## src/rtl/wh_merge_pkg.sv

```systemverilog
package wh_merge_pkg;
  typedef enum logic {SRC_A = 1'b0, SRC_B = 1'b1} src_e;

  localparam int unsigned NUM_SRC = 2;

  function automatic src_e peer_of(input src_e s);
    return (s == SRC_A) ? SRC_B : SRC_A;
  endfunction
endpackage

```

## src/rtl/wh_pend_detect.sv

```systemverilog
// Pending test per input (request level differs from acknowledge level),
// with the rival of an open packet masked out.
module wh_pend_detect
  import wh_merge_pkg::*;
#(
  parameter int unsigned N = NUM_SRC
) (
  input  logic [N-1:0] req_lvl,
  input  logic [N-1:0] ack_lvl,
  input  logic         lock_vld,
  input  src_e         lock_src,
  output logic [N-1:0] pend_ok
);
  for (genvar i = 0; i < N; i++) begin : g_src
    localparam logic ME = (i == 1);
    logic pend_raw;
    logic killed;
    assign pend_raw   = req_lvl[i] ^ ack_lvl[i];
    assign killed     = lock_vld & (logic'(lock_src) != ME);
    assign pend_ok[i] = pend_raw & ~killed;
  end
endmodule

```

## src/rtl/wh_arbiter.sv

```systemverilog
// Mutual-exclusion grant with alternating tie priority.
// The select register holds the latest decision between grants.
module wh_arbiter
  import wh_merge_pkg::*;
(
  input  logic       clk,
  input  logic       rst_n,
  input  logic [1:0] pend_ok,
  input  logic       out_free,
  input  logic       stored,
  output logic       grant_vld,
  output src_e       sel
);
  src_e prio_q;
  src_e winner;
  logic can_grant;

  always_comb begin
    if (pend_ok == 2'b11)  winner = prio_q;
    else if (pend_ok[1])   winner = SRC_B;
    else                   winner = SRC_A;
  end

  assign can_grant = !grant_vld && out_free && (|pend_ok);

  always_ff @(posedge clk) begin
    if (!rst_n) begin
      grant_vld <= 1'b0;
      sel       <= SRC_A;
      prio_q    <= SRC_A;
    end else if (stored) begin
      grant_vld <= 1'b0;
    end else if (can_grant) begin
      grant_vld <= 1'b1;
      sel       <= winner;
      prio_q    <= peer_of(winner);
    end
  end
endmodule

```

## src/rtl/wh_out_stage.sv

```systemverilog
// Single output register with transition-signalling request.
module wh_out_stage
  import wh_merge_pkg::*;
#(
  parameter int unsigned W = 8
) (
  input  logic         clk,
  input  logic         rst_n,
  input  logic         grant_vld,
  input  src_e         sel,
  input  logic [W-1:0] d_a,
  input  logic [W-1:0] d_b,
  input  logic         l_a,
  input  logic         l_b,
  input  logic         out_ack,
  output logic         out_req,
  output logic [W-1:0] out_data,
  output logic         out_last,
  output logic         out_free,
  output logic         stored,
  output logic         cap_last
);
  logic [W-1:0] mux_data;

  assign mux_data = (sel == SRC_B) ? d_b : d_a;
  assign cap_last = (sel == SRC_B) ? l_b : l_a;
  assign out_free = (out_req == out_ack);
  assign stored   = grant_vld & out_free;

  always_ff @(posedge clk) begin
    if (!rst_n) begin
      out_req  <= 1'b0;
      out_data <= '0;
      out_last <= 1'b0;
    end else if (stored) begin
      out_req  <= ~out_req;
      out_data <= mux_data;
      out_last <= cap_last;
    end
  end
endmodule

```

## src/rtl/wh_lock_ctl.sv

```systemverilog
// Packet lock: opens on a captured flit with last=0, closes on last=1.
module wh_lock_ctl
  import wh_merge_pkg::*;
(
  input  logic clk,
  input  logic rst_n,
  input  logic stored,
  input  logic cap_last,
  input  src_e sel,
  output logic lock_vld,
  output src_e lock_src
);
  always_ff @(posedge clk) begin
    if (!rst_n) begin
      lock_vld <= 1'b0;
      lock_src <= SRC_A;
    end else if (stored) begin
      lock_vld <= ~cap_last;
      lock_src <= sel;
    end
  end
endmodule

```

## src/rtl/wh_merge_node.sv

```systemverilog
module wh_merge_node
  import wh_merge_pkg::*;
#(
  parameter int unsigned W = 8
) (
  input  logic         clk,
  input  logic         rst_n,
  input  logic         in0_req,
  output logic         in0_ack,
  input  logic [W-1:0] in0_data,
  input  logic         in0_last,
  input  logic         in1_req,
  output logic         in1_ack,
  input  logic [W-1:0] in1_data,
  input  logic         in1_last,
  output logic         out_req,
  input  logic         out_ack,
  output logic [W-1:0] out_data,
  output logic         out_last
);
  logic [NUM_SRC-1:0] req_lvl;
  logic [NUM_SRC-1:0] ack_q;
  logic [NUM_SRC-1:0] pend_ok;
  logic               grant_vld;
  src_e               mux_sel;
  logic               lock_vld;
  src_e               lock_src;
  logic               out_free;
  logic               stored;
  logic               cap_last;

  assign req_lvl = {in1_req, in0_req};
  assign in0_ack = ack_q[0];
  assign in1_ack = ack_q[1];

  wh_pend_detect #(.N(NUM_SRC)) u_pend (
    .req_lvl (req_lvl),
    .ack_lvl (ack_q),
    .lock_vld(lock_vld),
    .lock_src(lock_src),
    .pend_ok (pend_ok)
  );

  wh_arbiter u_arb (
    .clk      (clk),
    .rst_n    (rst_n),
    .pend_ok  (pend_ok),
    .out_free (out_free),
    .stored   (stored),
    .grant_vld(grant_vld),
    .sel      (mux_sel)
  );

  wh_out_stage #(.W(W)) u_out (
    .clk      (clk),
    .rst_n    (rst_n),
    .grant_vld(grant_vld),
    .sel      (mux_sel),
    .d_a      (in0_data),
    .d_b      (in1_data),
    .l_a      (in0_last),
    .l_b      (in1_last),
    .out_ack  (out_ack),
    .out_req  (out_req),
    .out_data (out_data),
    .out_last (out_last),
    .out_free (out_free),
    .stored   (stored),
    .cap_last (cap_last)
  );

  wh_lock_ctl u_lock (
    .clk     (clk),
    .rst_n   (rst_n),
    .stored  (stored),
    .cap_last(cap_last),
    .sel     (mux_sel),
    .lock_vld(lock_vld),
    .lock_src(lock_src)
  );

  for (genvar i = 0; i < NUM_SRC; i++) begin : g_ack
    localparam logic ME = (i == 1);
    always_ff @(posedge clk) begin
      if (!rst_n)                               ack_q[i] <= 1'b0;
      else if (stored && (logic'(mux_sel) == ME)) ack_q[i] <= ~ack_q[i];
    end
  end
endmodule

```

## config.mk

```make
export PLATFORM = sky130hd
export DESIGN_NAME = wh_merge_node
export DESIGN_NICKNAME = d
export VERILOG_FILES = /design/src/rtl/wh_merge_pkg.sv /design/src/rtl/wh_pend_detect.sv /design/src/rtl/wh_arbiter.sv /design/src/rtl/wh_out_stage.sv /design/src/rtl/wh_lock_ctl.sv /design/src/rtl/wh_merge_node.sv
export SDC_FILE = /design/constraint.sdc
export NUM_CORES = 1
export LEC_CHECK = 0
export BUFFER_PORTS_ARGS = -buffer_cell sky130_fd_sc_hd__buf_2
export CORE_MARGIN = 8
export CORE_UTILIZATION = 38
export CTS_CLUSTER_DIAMETER = 100
export DETAILED_ROUTE_END_ITERATION = 8
export GPL_TIMING_DRIVEN = 0
export HOLD_SLACK_MARGIN = 0.08
export PLACE_DENSITY = 0.64
export RECOVER_POWER = 50
export SLEW_MARGIN = 0
export SYNTH_ARGS = -nofsm -noshare
export SYNTH_HDL_FRONTEND = slang
export SYNTH_SLANG_ARGS = --single-unit
```

## constraint.sdc

```tcl
create_clock -name clk -period 1.6 [get_ports clk]
set_clock_uncertainty 0.2 [all_clocks]
set_input_delay 0.24 -clock clk [delete_from_list [all_inputs] [get_ports clk]]
set_output_delay 0.24 -clock clk [all_outputs]
set_load 0.02 [all_outputs]
```

==> metrics.cfg, run 1 <==
[status]
outcome=finished, final reports clean

[timing]
setup_ws_ps=92.8
finalSetupViolations=0
final_hold_viol_count=0
fin_tns_setup_ps=0
tightest_slew_ps=396
max_freq_mhz=663
slew_headroom_pct=73.6
min_period_ps=1510
drv_slew=0
fin_crit_sh_pct=94.2

[critical_path]
r2r_cells=4
cp.arrival_ps=1480
crit_cells=4
path_class=flip-flop to flip-flop
slowest_stage=o311ai_0
cp_num_buf_inv=2
crit_required_ps=1580
critPathLaunchType=flip-flop
crit_fanout=10
critical-path-top-delay-family=compound AO/OA/AOI/OAI gates
critical_path.cell_chain=clkbuf_2 -> buf_2 -> o311ai_0 -> o41ai_1
max_stage_delay_ps=380
endpoint_kind=flip-flop

[route]
vias=817
drt_iter0_drc=10
drc=0
drtAntennaViolNets=0
wl_per_cell_microns=15.2
firstDrtPassIters=4
routed_wl_microns=2430
vias_per_cell=5.11

[logic_synthesis]
yosysWarnings=0
synth_fp_nets=107
synthArstFlopShare_pct=0
ys_ff_latch=17
synth_edf_count=0
synth.distinct_cells=28
synth-main-ff-cell=dfxtp_1
synth_area_sq_um=812
ys_seq_area_share_pct=41.9
syn_area_per_cell_sq_um=9.67
syn-instance-count=84

[placed_design]
port_buffers=33
place_area_sq_um=1010
place.gp.congestion=0.887
pre_cts_ws_ps=80.1
post-dp-hpwl_microns=1610

[clock_tree]
cts.path.max_buffers=2
cts_htree_levels=1
cts_tree=yes
postCtsSetupBuffers=0
clock_latency_ps=300
cts.sinks=17
cts_buffers=3
cts_root_buf=clkbuf_4
path_clk_slew_ps=100

[hold_path]
hp-class=primary input to flip-flop
hold_depth=3

[floorplanning]
initial_core_util_pct=41.0
die_h_microns=62.2
design.core.area_sq_um=1980
io_pins=35
die_w_microns=62.2
die_area_sq_um=3870
rows=16

[global_route]
grt_pass1_wl_microns=4130
globalRouteOverflowTotal=0
grt_max_degree=11
grt_pass1_vias=912
grt_use_total_pct=12.6
antenna_found_initial=0

[layout]
antenna_cells=0
final_common_cell=buf_2
stdcell_area_sq_um=1160
postLayoutCoreUtil_pct=58.5
syn_to_final_growth_pct=42.8
n_fill_cell=188
nets=157
drive_gt1_share_pct=27.1
most-common-layout-cells=buf_2, dfxtp_1, a21oi_1, clkbuf_1, dlygate4sd3_1

[pwr]
worst_ir_drop_vdd_mv=0.645
power.density_nw_per_um2=1060
leakagePower_nw=0.463

[run]
drv_cap=0

==> area by class of cell <==
class / instances / area, sq um / area share (%)
clock buffer: 4 / 26.3 / 2.27
sequential: 17 / 340 / 29.3
inverter: 2 / 7.51 / 0.647
buffer: 6 / 36.3 / 3.13
timing repair buffer: 45 / 272 / 23.4
tap: 27 / 33.8 / 2.91
multi-input combinational: 59 / 444 / 38.3
==> cells in the mapped netlist (2+ instances only) <==
master	n	share of area, %
mux2i_1	10	12
o21ai_0	2	1.2
a211oi_1	10	9.2
dfxtp_1	17	42
a21oi_1	12	7.4
nand2b_1	2	1.5
nand3_1	4	2.5
buf_2	3	1.8
nor2b_1	2	1.5
xnor2_1	2	2.2
nand2_1	2	0.92
inv_1	2	0.92
==> registers in the layout, summed over array words and instances, names as in the netlist <==
register         cells
u_out.out_data       8
in0_ack              1
in1_ack              1
u_arb.grant_vld      1
u_arb.prio_q         1
u_arb.sel            1
u_lock.lock_src      1
u_lock.lock_vld      1
u_out.out_last       1
u_out.out_req        1
==> worst register-to-register path, stage by stage (launching register included) <==
cell and delay, ps:
dfxtp_1 310, clkbuf_2 140, buf_2 230, o311ai_0 380, o41ai_1 140
==> logic make-up (layout without fill, tap and decap cells) <==
group / after synthesis / in the layout / synth area share [%]
xor gates and xnor gates: 4 / 4 / 5.24
AOI/OAI and AO/OA: 31 / 31 / 26.0
muxes: 10 / 10 / 12.3
buffers and inverters: 8 / 57 / 5.24
and+or+nand+nor: 14 / 14 / 9.25
DFF: 17 / 17 / 41.9
==> layer usage <==
layer | global-route usage, % | up-vias | routed length, microns
met5 | 0 | - | 0
met4 | 4.37 | 0 | 27
met3 | 4.66 | 2 | 168
met2 | 21.3 | 32 | 1140
met1 | 14.2 | 370 | 1100
li1 | - | 413 | -
==> where the power goes <==
part | internal, W | switching (W)
logic | 0.000186 | 0.000267
registers | 0.000487 | 0.0000534
clock network | 0.0000971 | 0.000138
==> worst paths after layout <==
| path | to | startpoint | slack (ps) |
|---|---|---|---|
| worst max-delay path | in0_ack | u_arb.sel | 90 |
| worst min-delay path | u_out.out_data[7] | in0_data[7] | 80 |
| worst max register to register | in0_ack | u_arb.sel | 90 |
| worst min register to register | in1_ack | in1_ack | 310 |
==> stage by stage <==
stage	total power [W]	std cells	hold slack, ps
floorplan	0.000840	84	139
global placement	0.000967	144	268
detailed placement	0.000978	144	290
CTS	0.00123	160	81.0
global route	0.00131	160	95.1
finish	0.00123	160	81.5
==> timing repair <==
item	in CTS	in global routing
setup endpoints to repair	0	11
gates resized for setup	0	4
hold endpoints to repair	9	0
hold buffers	12	0
Note: power is estimated with default switching activity, not from simulation.
==> run 2: changes to the inputs <==
--- a/config.mk
+++ b/config.mk
@@ -17,4 +17,5 @@
 export SLEW_MARGIN = 0
 export SYNTH_ARGS = -nofsm -noshare
 export SYNTH_HDL_FRONTEND = slang
+export SYNTH_HIERARCHICAL = 1
 export SYNTH_SLANG_ARGS = --single-unit
==> metrics.cfg, run 2 <==
[logic_synthesis]
synthTopCellsByArea=dfxtp_1, mux2i_1, o211a_1, nand3_1, nand2_1
ys_top_cells_by_count=dfxtp_1, mux2i_1, o211a_1, nand3_1, nand2_1
syn-instance-count=83  ; -1.2%
synth_edf_count=0  ; unchanged
synth_area_sq_um=835  ; +2.8%
synth-main-ff-cell=dfxtp_1
synthArstFlopShare_pct=0  ; unchanged
ys_seq_area_share_pct=40.8  ; -1.1 points
synth.distinct_cells=24  ; -14%
synth_top_area_share_pct=40.8  ; -1.1 points
ys_ff_latch=17  ; unchanged
synth_fp_nets=106  ; -0.93%
yosysTopAreaCell=dfxtp_1
syn_area_per_cell_sq_um=10.1  ; +4.0%
yosysMostFrequentCell=dfxtp_1
yosysWarnings=6  ; +6

[critical_path]
crit_required_ps=1580  ; about the same
critPathLaunchType=flip-flop
cp.arrival_ps=1510  ; +30 ps
crit_fanout=4  ; -6
path_class=flip-flop to flip-flop
endpoint_kind=flip-flop

[layout]
largest_reg_flops=8  ; unchanged
top_register=u_out/out_data
antenna_cells=0  ; unchanged
final_common_cell=buf_2
postLayoutCoreUtil_pct=50.1  ; -8.4 points
most-common-layout-cells=buf_2, dfxtp_1, clkbuf_1
drive_gt1_share_pct=27.4  ; +0.35 points
syn_to_final_growth_pct=29.1
nets=148  ; -5.7%
n_fill_cell=215  ; +14%

[global_route]
grt.met2_usage_pct=16.5  ; -4.8 points
antenna_found_initial=0  ; unchanged
grt_max_degree=13  ; +2
grt_use_total_pct=9.94  ; -2.7 points
globalRouteOverflowTotal=0  ; unchanged
use_met1_pct=11.2  ; -3.0 points
grt_pass1_wl_microns=3270  ; -21%
use_met3_pct=3.94  ; -0.72 points
grt.busiest_layer=met2
grt_pass1_vias=790  ; -13%

[pwr]
p_sw_share_pct=33.7  ; -3.7 points
clkPwrFrac_pct=19.9  ; +0.7 points
combPwrFrac_pct=33.4  ; -3.4 points
power_frac_seq_pct=46.7  ; +2.7 points
power.density_nw_per_um2=1050  ; -0.60%
worst_ir_drop_vdd_mv=0.505  ; -22%
p_sw_w=0.000382  ; -17%
internal_power_w=0.000752  ; -2.3%
p_total_w=0.00113  ; -7.7%
leakagePower_nw=0.526  ; +14%

[timing]
finalSetupViolations=0  ; unchanged
rsz0062_at_grt=no
drv_slew=0  ; unchanged
min_period_ps=1530  ; +22.8 ps
fin_tns_setup_ps=0  ; unchanged
max_freq_mhz=654  ; -1.5%
fin_crit_sh_pct=95.6  ; +1.4 points
tightest_slew_ps=425  ; +29.0 ps
setup_ws_ps=70.0  ; -22.8 ps
slew_headroom_pct=71.7  ; -1.9 points
final_hold_viol_count=0  ; unchanged

[placed_design]
pre_cts_ws_ps=-37.2  ; -117 ps
place.gp.congestion=0.737  ; -17%
post-dp-hpwl_microns=1510  ; -5.8%
port_buffers=34  ; +3.0%

[clock_tree]
cts_buffers=3  ; unchanged
path_clk_slew_ps=100  ; about the same
cts_resized=0  ; unchanged
cts_htree_levels=1  ; unchanged
cts_root_buf=clkbuf_4
cts.sinks=17  ; unchanged
clock_latency_ps=280  ; -20 ps
cts_tree=yes
cts.path.max_buffers=2  ; unchanged

[floorplanning]
design.core.area_sq_um=2150  ; +8.4%
initial_core_util_pct=38.8  ; -2.1 points
rows=17  ; +1
die_h_microns=62.9  ; +1.0%
die_area_sq_um=3950  ; +2.1%
io_pins=35  ; unchanged
die_w_microns=62.9  ; +1.0%

[route]
drt_iter0_drc=12  ; +2
wl_per_cell_microns=13.0  ; -14%
vias_per_cell=4.94  ; -3.2%
vias=751  ; -8.1%
drc=0  ; unchanged
drtAntennaViolNets=0  ; unchanged
firstDrtPassIters=4  ; unchanged
routed_wl_microns=1980  ; -19%

[run]
drv_cap=0  ; unchanged

[hold_path]
hp-class=primary input to flip-flop

[status]
outcome=finished, final reports clean

run 2: cell count changes in the layout (fill, tap and decap cells not counted), sizes merged, moves of 2 or more:
cell / before / now
nor2: 2 / 0
nand2: 2 / 7
o211a: 1 / 10
nand4bb: 0 / 2
buf: 24 / 27
nor2b: 2 / 4
and2: 0 / 2
a21oi: 12 / 2
xor2: 2 / 0
a211oi: 10 / 1
nand3: 4 / 8
dlygate4sd3: 12 / 1
run 2: area by class of cell:
type / count / area, sq um / share of cell area [%]
flip-flops and latches: 17 / 342 / 31.7
clock buffers: 4 / 26.3 / 2.44
multi-input cells: 58 / 452 / 41.9
repair buffers: 37 / 180 / 16.7
well taps: 28 / 35.0 / 3.25
plain buffers: 5 / 31.3 / 2.90
inverters: 3 / 11.3 / 1.05
run 2: power groups by stage:
| stage | clock network [W] | registers, W | logic, W |
|---|---|---|---|
| after global placement | 0 | 0.000533 | 0.000376 |
| after detailed placement | 0 | 0.000536 | 0.000383 |
| after floorplan | 0 | 0.000581 | 0.000216 |
| after CTS | 0.000240 | 0.000527 | 0.000395 |
| after global routing | 0.000261 | 0.000536 | 0.000413 |
| final | 0.000226 | 0.000529 | 0.000379 |
run 2: kinds of logic (layout without fill, tap and decap cells):
group / Yosys count / after routing / share of synthesized area (%)
and+or+nand+nor: 26 / 26 / 18.1
AOI/OAI and AO/OA: 18 / 18 / 19.0
DFF: 17 / 17 / 40.8
muxes: 11 / 11 / 13.8
buffers and inverters: 8 / 49 / 5.10
xor gates and xnor gates: 3 / 3 / 3.15
run 2: per-layer routing:
| layer | up-vias | wire [microns] |
|---|---|---|
| met4 | 0 | 14 |
| li1 | 385 | - |
| met1 | 342 | 985 |
| met3 | 2 | 84 |
| met5 | - | 0 |
| met2 | 22 | 893 |
run 2: what timing repair did:
item                       CTS  global route
setup endpoints to repair    1             0
buffers inserted             2             0
hold buffers                 1             0
hold endpoints to repair     1             0
run 2: per-stage QoR:
step / hold WS [ps] / std cells / area, sq um
2_1_floorplan: 168 / 83 / 836
3_3_place_gp: 236 / 145 / 1040
3_5_place_dp: 266 / 145 / 1040
4_1_cts: 82.5 / 152 / 1090
5_1_grt: 87.6 / 152 / 1080
6_report: 91.8 / 152 / 1080
run 2: critical path: stages (launching register included):
cell and delay [ps]:
dfxtp_2 350, xnor2_1 130, and2_1 160, buf_6 110, nand4bb_1 220, a22o_2 260
run 2: path summary, 6_finish.rpt:
check | end | cells past startpoint | start | slack (ps)
setup / recovery | u_arb/prio_q | 5 | u_out/out_req | 70
hold / removal | in0_ack | 3 | rst_n | 90
setup reg to reg | u_arb/prio_q | 5 | u_out/out_req | 70
hold reg to reg | u_out/out_last | 2 | u_out/out_last | 280
